### src/rtl/burst_col_pkg.sv
package burst_col_pkg;

    localparam int COL_W  = 10;
    localparam int BEAT_W = 3;
    localparam int LEN_W  = 2;

    typedef struct packed {
        logic              valid;
        logic              last;
        logic [BEAT_W-1:0] beat;
        logic [BEAT_W-1:0] mask;
        logic              ilv;
        logic [COL_W-1:0]  base;
        logic [COL_W-1:0]  col;
    } gen_state_t;

endpackage

### src/rtl/burst_len_decode.sv
module burst_len_decode #(
    parameter int LEN_W  = 2,
    parameter int BEAT_W = 3
) (
    input  logic [LEN_W-1:0]  code_i,
    output logic [BEAT_W-1:0] mask_o,
    output logic              ok_o
);
    // code c selects 2**c beats; mask is the in-block offset mask
    always_comb begin
        ok_o   = (code_i != '0) && (int'(code_i) <= BEAT_W);
        mask_o = '0;
        for (int i = 0; i < BEAT_W; i++) begin
            if (i < int'(code_i)) mask_o[i] = 1'b1;
        end
    end
endmodule

### src/rtl/burst_ord_calc.sv
module burst_ord_calc #(
    parameter int COL_W  = 10,
    parameter int BEAT_W = 3
) (
    input  logic [COL_W-1:0]  base_i,
    input  logic [BEAT_W-1:0] mask_i,
    input  logic              ilv_i,
    input  logic [BEAT_W-1:0] beat_i,
    output logic [COL_W-1:0]  col_o
);
    logic [BEAT_W-1:0] start_off;
    logic [BEAT_W-1:0] seq_off;
    logic [BEAT_W-1:0] ilv_off;
    logic [BEAT_W-1:0] off;

    assign start_off = base_i[BEAT_W-1:0];
    assign seq_off   = (start_off + beat_i) & mask_i;
    assign ilv_off   = (start_off ^ beat_i) & mask_i;
    assign off       = ilv_i ? ilv_off : seq_off;

    generate
        for (genvar b = 0; b < BEAT_W; b++) begin : g_bit
            assign col_o[b] = mask_i[b] ? off[b] : base_i[b];
        end
    endgenerate
    assign col_o[COL_W-1:BEAT_W] = base_i[COL_W-1:BEAT_W];
endmodule

### src/rtl/burst_col_gen.sv
module burst_col_gen
    import burst_col_pkg::*;
(
    input  logic             clk,
    input  logic             rst_n,
    input  logic             start_i,
    input  logic [COL_W-1:0] col_i,
    input  logic [LEN_W-1:0] len_i,
    input  logic             ilv_i,
    output logic [COL_W-1:0] col_o,
    output logic             valid_o,
    output logic             last_o
);
    gen_state_t st_q, st_d;

    logic [BEAT_W-1:0] req_mask;
    logic              req_ok;
    logic              accept;
    logic [COL_W-1:0]  calc_base;
    logic [BEAT_W-1:0] calc_mask;
    logic              calc_ilv;
    logic [BEAT_W-1:0] calc_beat;
    logic [COL_W-1:0]  calc_col;
    logic [BEAT_W-1:0] beat_inc;

    burst_len_decode #(.LEN_W(LEN_W), .BEAT_W(BEAT_W)) i_dec (
        .code_i (len_i),
        .mask_o (req_mask),
        .ok_o   (req_ok)
    );

    assign accept   = start_i && req_ok && (!st_q.valid || st_q.last);
    assign beat_inc = st_q.beat + 1'b1;

    assign calc_base = accept ? col_i    : st_q.base;
    assign calc_mask = accept ? req_mask : st_q.mask;
    assign calc_ilv  = accept ? ilv_i    : st_q.ilv;
    assign calc_beat = accept ? '0       : beat_inc;

    burst_ord_calc #(.COL_W(COL_W), .BEAT_W(BEAT_W)) i_calc (
        .base_i (calc_base),
        .mask_i (calc_mask),
        .ilv_i  (calc_ilv),
        .beat_i (calc_beat),
        .col_o  (calc_col)
    );

    always_comb begin
        st_d = st_q;
        if (accept) begin
            st_d.valid = 1'b1;
            st_d.last  = 1'b0;
            st_d.beat  = '0;
            st_d.mask  = req_mask;
            st_d.ilv   = ilv_i;
            st_d.base  = col_i;
            st_d.col   = calc_col;
        end else if (st_q.valid && !st_q.last) begin
            st_d.beat  = beat_inc;
            st_d.col   = calc_col;
            st_d.last  = (beat_inc == st_q.mask);
        end else begin
            st_d.valid = 1'b0;
            st_d.last  = 1'b0;
        end
    end

    always_ff @(posedge clk) begin
        if (!rst_n) begin
            st_q <= '0;
        end else begin
            st_q <= st_d;
        end
    end

    assign col_o   = st_q.col;
    assign valid_o = st_q.valid;
    assign last_o  = st_q.last;
endmodule

### config.mk
export PLATFORM = sky130hd
export DESIGN_NAME = burst_col_gen
export DESIGN_NICKNAME = d
export VERILOG_FILES = /design/src/rtl/burst_col_pkg.sv /design/src/rtl/burst_len_decode.sv /design/src/rtl/burst_ord_calc.sv /design/src/rtl/burst_col_gen.sv
export SDC_FILE = /design/constraint.sdc
export NUM_CORES = 1
export LEC_CHECK = 0
export BUFFER_PORTS_ARGS = -buffer_cell sky130_fd_sc_hd__buf_2
export CORE_MARGIN = 5
export CORE_UTILIZATION = 57
export DETAILED_ROUTE_END_ITERATION = 10
export GPL_ROUTABILITY_DRIVEN = 1
export PLACE_DENSITY = 0.93
export SYNTH_ARGS = -nofsm -noshare
export SYNTH_HDL_FRONTEND = slang
export SYNTH_SLANG_ARGS = --single-unit
export TNS_END_PERCENT = 10
### constraint.sdc
create_clock -name clk -period 3.85 [get_ports clk]
set_input_delay 0.5775 -clock clk [delete_from_list [all_inputs] [get_ports clk]]
set_output_delay 0.5775 -clock clk [all_outputs]
set_load 0.005 [all_outputs]
==> qor.csv, run 1 <==
stage,metric,value,unit
die,Core Area,2250,um2
layout,FF+latch area,581,um2
global_route,first-pass GRT wire length,4.82,mm
clock_network,"Clk pin slew, worst setup/hold paths",80,ps
drt,final WL,2.85,mm
die,# IOs,28,
clock_network,H-Tree Depth,2,
critical_path,CP Class,reg2reg,
die,die height,59.1,um
yosys,syn_nets,169,
die,die area,3490,um2
critical_path,crit path DAT,2760,ps
yosys,"Seq/Total Area, Yosys",42.3,%
global_route,grt ovf,0,
clock_network,PostCTS Resize Cnt,0,
critical_path,CP Launch Type,flop,
timing,Final Hold Fails,0,
clock_network,CTS hold repair buffers,0,
yosys,ys flop type,dfxtp_1,
die,Core Rows,17,
critical_path,Worst Path Max Fanout,9,
outcome,status,"finished, final reports clean",
flow_run,maxcap violations,0,
power_and_ir_drop,leak pwr,0.723,nW
timing,max-slew violations,0,
yosys,top cell type's share of synthesized area,42.3,%
die,chip width,59.1,um
timing,setup violators final,0,
die,initial core utilization,60.9,%
timing,setup TNS,0,ps
global_route,vias in the first global route,1070,
timing,skew final,2.59,ps
drt,DRC,0,
layout,area of the multi-input gates,652,um2
timing,unrepaired setup endpoints after global routing,false,
hold_path,hold endpoint,st_q[25]$_SDFFE_PP0P_,
timing,Peak Freq,0.397,GHz
place,IO buf count,27,
drt,Via density,5.46,
timing,worst-margin pin slew,614,ps
global_route,largest net degree at the start of global routing,22,
clock_network,setup bufs post-CTS,0,
yosys,Mean Syn Cell Area,9.22,um2
yosys,top post-synthesis cells by area,"dfxtp_1 (42%), mux2i_1 (6.6%), nor2_1 (6.6%)",
power_and_ir_drop,Pwr Density,423,nW/um2
clock_network,cts bufs inserted,5,
critical_path,reg2reg path depth,11,
critical_path,Worst Setup SP,last_o$_SDFF_PP0_,
timing,Tcrit/Tclk final,65.4,%
yosys,Syn Std Cell Area,1370,um2
yosys,synth warn,0,
layout,Area Growth Syn to Fin,8.01,%
layout,Inserted Diodes,0,
yosys,"FFs w/ async S/R, synth",0,%
drt,via count,1064,
critical_path,Worst Path Required,4090,ps
global_route,initial antenna violation count,0,
clock_network,clock tree buffer depth,2,
global_route,GRT Overall Usage,18.9,%
timing,post-layout min period,2520,ps
yosys,synth unique cells,35,
layout,layout cells sized above 1,22.8,%
drt,1st-iter DRT viols,40,
clock_network,later-pin clock latency in the skew report,320,ps
hold_path,min-delay src,st_q[25]$_SDFFE_PP0P_,
drt,post-DR wirelength/cell,14.6,um
critical_path,Worst R2R Setup Slack,1330,ps
clock_network,Sink Count,29,
hold_path,Worst Hold Class,reg2reg,
timing,headroom to the max-slew limit,59.0,%
power_and_ir_drop,total power,0.627,mW
clock_network,CTS tree,done,
clock_network,root buffer cell,clkbuf_4,
hold_path,hold path depth,2,
critical_path,Reg-to-Reg End,col_o[2]$_SDFFE_PN0P_,
critical_path,RR Startpoint,last_o$_SDFF_PP0_,
drt,DRT antenna net count,0,
place,Placer Congestion,0.815,
power_and_ir_drop,maximum vdd drop,332,uV
yosys,Post-synth EDFFs,0,
place,DP HPWL,2.27,mm
yosys,Yosys top cell by area,dfxtp_1,
yosys,post-synthesis instance total,149,
critical_path,critical path endpoint category,flop,
layout,Fillers,190,
yosys,"FF+latch count, synth",29,
layout,Total Nets Final,187,
drt,DR pass1 iterations,4,
[per-stage QoR]
step	cells	utilization [%]	worst slack (ps)	hold WS, ps	cell area, um2
2_1_floorplan	149	-	1380	439	1370
3_3_place_gp	188	63.4	1230	450	1430
3_5_place_dp	188	63.4	1050	459	1430
4_1_cts	195	65.8	1380	470	1480
5_1_grt	195	65.8	1150	491	1480
6_report	195	65.8	1330	469	1480
[per-layer routing]
layer	part of all wire (%)	GRT usage, %	vias up
met5	0	0	-
met4	3.3	10.7	0
met3	6.6	5.88	11
met2	51	32.2	40
met1	39	20.6	487
li1	-	-	526
[power breakdown]
group          switching (mW)  internal, mW  leakage (nW)
Sequential             0.0117         0.322         0.238
Combinational          0.0658        0.0482         0.454
Clock                  0.0941        0.0860        0.0314
Total                   0.172         0.456         0.723
[sequential cells by signal, indices dropped and copies added (netlist names)]
signal	cells
col_o	10
last_o	1
st_q	17
valid_o	1
[cell type report]
type                       count  area share (%)
multi-input combinational     97            43.9
sequential                    29            39.1
clock buffer                   7            3.71
timing repair buffer          27            9.11
inverter                       7            1.77
tap                           28            2.36
[placed cells by master (no fill, tap or decap)]
cell type / n
dfxtp_1: 29
buf_2: 27
nor2_1: 24
nand2_1: 11
mux2i_1: 9
inv_1: 7
a211oi_1: 7
xor2_1: 5
nand3_1: 5
clkbuf_4: 5
a21oi_1: 4
o21ai_0: 3
ha_1: 3
and3_1: 2
and2_1: 2
nor2b_1: 2
xnor2_1: 2
or3_1: 2
nand3b_1: 2
or2_4: 1
nand2b_2: 1
nand3_4: 1
nor3_1: 1
a22oi_1: 1
mux2i_4: 1
nor3b_1: 1
o31ai_1: 1
o2111ai_1: 1
o211ai_1: 1
nand4_1: 1
o311ai_2: 1
o211a_1: 1
fa_1: 1
clkbuf_1: 1
clkbuf_8: 1
[synthesized netlist by cell type (2+ instances only)]
library cell / count
dfxtp_1: 29
nor2_1: 24
nand2_1: 11
buf_4: 10
mux2i_1: 9
a211oi_1: 7
inv_1: 7
nand3_1: 5
xor2_1: 5
a21oi_1: 4
ha_1: 3
o21ai_0: 3
and2_1: 2
and3_1: 2
buf_2: 2
buf_6: 2
clkbuf_1: 2
nand3b_1: 2
nor2b_1: 2
or3_1: 2
xnor2_1: 2
[worst max-delay path: stages, from the launching register on]
cell and delay [ps]:
dfxtp_1 340, nand2b_2 240, and3_1 300, nand2_1 90
nand2_1 90, ha_1 140, inv_1 50, fa_1 410
nor2_1 170, xnor2_1 120, or3_1 390, o211ai_1 100
[how the worst max path moves through the flow]
stage / to / cells after the start
6_report: col_o[2]$_SDFFE_PN0P_ / 11
2_1_floorplan: col_o[2]$_SDFFE_PN0P_ / 12
5_1_grt: col_o[2]$_SDFFE_PN0P_ / 11
4_1_cts: col_o[2]$_SDFFE_PN0P_ / 11
3_3_place_gp: col_o[2]$_SDFFE_PN0P_ / 12
3_5_place_dp: col_o[2]$_SDFFE_PN0P_ / 12
[cells by family after synthesis]
kind of cell	after synthesis	share of synthesized area [%]
flops	29	42.3
compound gates	20	10.6
xor+xnor	7	4.46
fa+ha+maj	4	4.19
buf+inv	23	10.3
mux	10	8.20
simple gates	56	20.0
(Power assumes the default switching activity.)
==> inputs of run 2 (changes only) <==
--- a/config.mk
+++ b/config.mk
@@ -7,10 +7,10 @@
 export LEC_CHECK = 0
 export BUFFER_PORTS_ARGS = -buffer_cell sky130_fd_sc_hd__buf_2
 export CORE_MARGIN = 5
-export CORE_UTILIZATION = 57
+export CORE_UTILIZATION = 48
 export DETAILED_ROUTE_END_ITERATION = 10
 export GPL_ROUTABILITY_DRIVEN = 1
-export PLACE_DENSITY = 0.93
+export PLACE_DENSITY = 0.85
 export SYNTH_ARGS = -nofsm -noshare
 export SYNTH_HDL_FRONTEND = slang
 export SYNTH_SLANG_ARGS = --single-unit
==> constraint.sdc (replaced) <==
create_clock -name clk -period 2 [get_ports clk]
set_input_delay 0.3 -clock clk [delete_from_list [all_inputs] [get_ports clk]]
set_output_delay 0.3 -clock clk [all_outputs]
set_load 0.005 [all_outputs]
==> qor.csv, run 2 (synthesized netlist as in run 1, its figures left out) <==
stage,metric,value,unit
global_route,largest net degree at the start of global routing,21,
clock_network,CTS tree,done,
outcome,status,"finished, violations left",
timing,Final Hold Fails,0,
power_and_ir_drop,maximum vdd drop,531,uV
place,IO buf count,27,
critical_path,CP Buf/Inv Count,1,
clock_network,H-Tree Depth,2,
critical_path,critical path endpoint category,flop,
outcome,failing checks,setup timing,
power_and_ir_drop,total power,1.41,mW
place,Placer Congestion,0.901,
timing,Tcrit/Tclk final,102,%
critical_path,Worst Path Max Fanout,4,
critical_path,crit path cell chain,nand2b_4 > and3_4 > nand2_2 > nand2_2 > ha_1 > inv_1 > fa_2 > nor2_2 > xnor2_1 > or3_1 > o211ai_1,
drt,Via density,5.31,
die,die height,63.5,um
drt,final WL,2.99,mm
global_route,grt ovf,0,
place,dpl cells,207,
global_route,GRT Overall Usage,16.2,%
timing,skew final,7.38,ps
timing,"crit path setup slack, layout",-34.4,ps
clock_network,Sink Count,29,
power_and_ir_drop,Pwr Density,840,nW/um2
timing,Peak Freq,0.492,GHz
critical_path,CP Launch Type,flop,
timing,unrepaired setup endpoints after global routing,true,
global_route,first-pass GRT wire length,5.01,mm
die,Core Rows,19,
layout,Area Growth Syn to Fin,21.8,%
critical_path,CP peak stage delay,360,ps
clock_network,"Clk pin slew, worst setup/hold paths",90,ps
place,Area after DPL,1560,um2
die,chip width,63.5,um
clock_network,later-pin clock latency in the skew report,330,ps
layout,max reg flops,17,
die,initial core utilization,49.8,%
flow_run,maxcap violations,0,
drt,DRT antenna net count,0,
layout,fin area,1670,um2
layout,"commonest non-fill, non-tap cells in the layout","dfxtp_1 (27), buf_2 (27), nor2_1 (23)",
clock_network,root buffer cell,clkbuf_4,
global_route,initial antenna violation count,0,
place,DP HPWL,2.22,mm
clock_network,clock tree buffer depth,2,
hold_path,Worst Hold Class,in2reg,
critical_path,crit path DAT,2300,ps
die,Core Area,2760,um2
timing,headroom to the max-slew limit,72.3,%
critical_path,Critical Path Most Common Cell,nand2_2,
place,post-place setup slack,-236,ps
critical_path,Worst Path Required,2260,ps
die,die area,4030,um2
layout,layout cells sized above 1,34.6,%
timing,worst-margin pin slew,414,ps
layout,Inserted Diodes,0,
layout,Largest Register,st_q,
global_route,vias in the first global route,1158,
drt,post-DR wirelength/cell,13.8,um
timing,setup violators final,1,
timing,max-slew violations,0,
critical_path,CP Class,reg2reg,
timing,post-layout min period,2030,ps
critical_path,"CP delay by family, top",simple AND/OR/NAND/NOR gates,
layout,non-filler instance count after layout,216,
drt,via count,1147,
critical_path,CP max stage cell,fa_2,
layout,Total Nets Final,204,
die,# IOs,28,
drt,DR pass1 iterations,4,
power_and_ir_drop,leak pwr,0.823,nW
drt,DRC,0,
clock_network,cts bufs inserted,5,
drt,1st-iter DRT viols,22,
==> run 2: what timing repair did <==
item	in CTS	in global routing
pin swaps	3	1
hold endpoints to repair	0	0
buffers inserted	1	0
setup endpoints to repair	2	2
hold buffers	0	0
resized for setup	1	4
==> run 2: path summary, 6_finish.rpt <==
kind	slack [ps]	end	start	depth (start not counted)
min reg2reg	470	st_q[25]$_SDFFE_PP0P_	st_q[25]$_SDFFE_PP0P_	2
max	-30	col_o[2]$_SDFFE_PN0P_	last_o$_SDFF_PP0_	11
min	220	st_q[12]$_SDFFE_PN0N_	col_i[2]	3
max reg2reg	-30	col_o[2]$_SDFFE_PN0P_	last_o$_SDFF_PP0_	11
==> run 2: report_power, final <==
part           internal [mW]  switching (mW)  leakage [nW]  total [mW]
Combinational          0.129           0.137         0.538       0.266
Sequential             0.620          0.0222         0.239       0.642
Clock                  0.298           0.200        0.0455       0.498
Total                   1.05           0.359         0.823        1.41
==> run 2: final cells by class <==
| type | instances | area (um2) |
|---|---|---|
| Tap cell | 31 | 38.8 |
| Fill cell | 232 | 1080 |
| Inverter | 7 | 26.3 |
| Sequential cell | 29 | 583 |
| Clock inverter | 1 | 30.0 |
| Multi-Input combinational cell | 97 | 677 |
| Clock buffer | 7 | 55.1 |
| Timing Repair Buffer | 44 | 263 |
==> run 2: metal layers <==
metal	GRT usage [%]	part of all wire, %	wire length, um
met5	0	0	0
met4	10.9	3.1	92
met3	5.86	7.4	221
met2	25.9	49	1480
met1	17.6	40	1200
==> run 2: tightest hold or removal path, cell delays in order <==
cell	delay, ps
buf_2	110
nand2_1	50
a21oi_1	50
==> run 2: metrics by stage <==
stage | TNS, ps | hold slack [ps] | utilization, %
after floorplan | -198 | 436 | -
after detailed placement | -411 | 455 | 56.7
after CTS | -32.9 | 204 | 60.3
final | -34.4 | 223 | 60.7
after global routing | -210 | 208 | 60.7
after global placement | -327 | 447 | 56.7
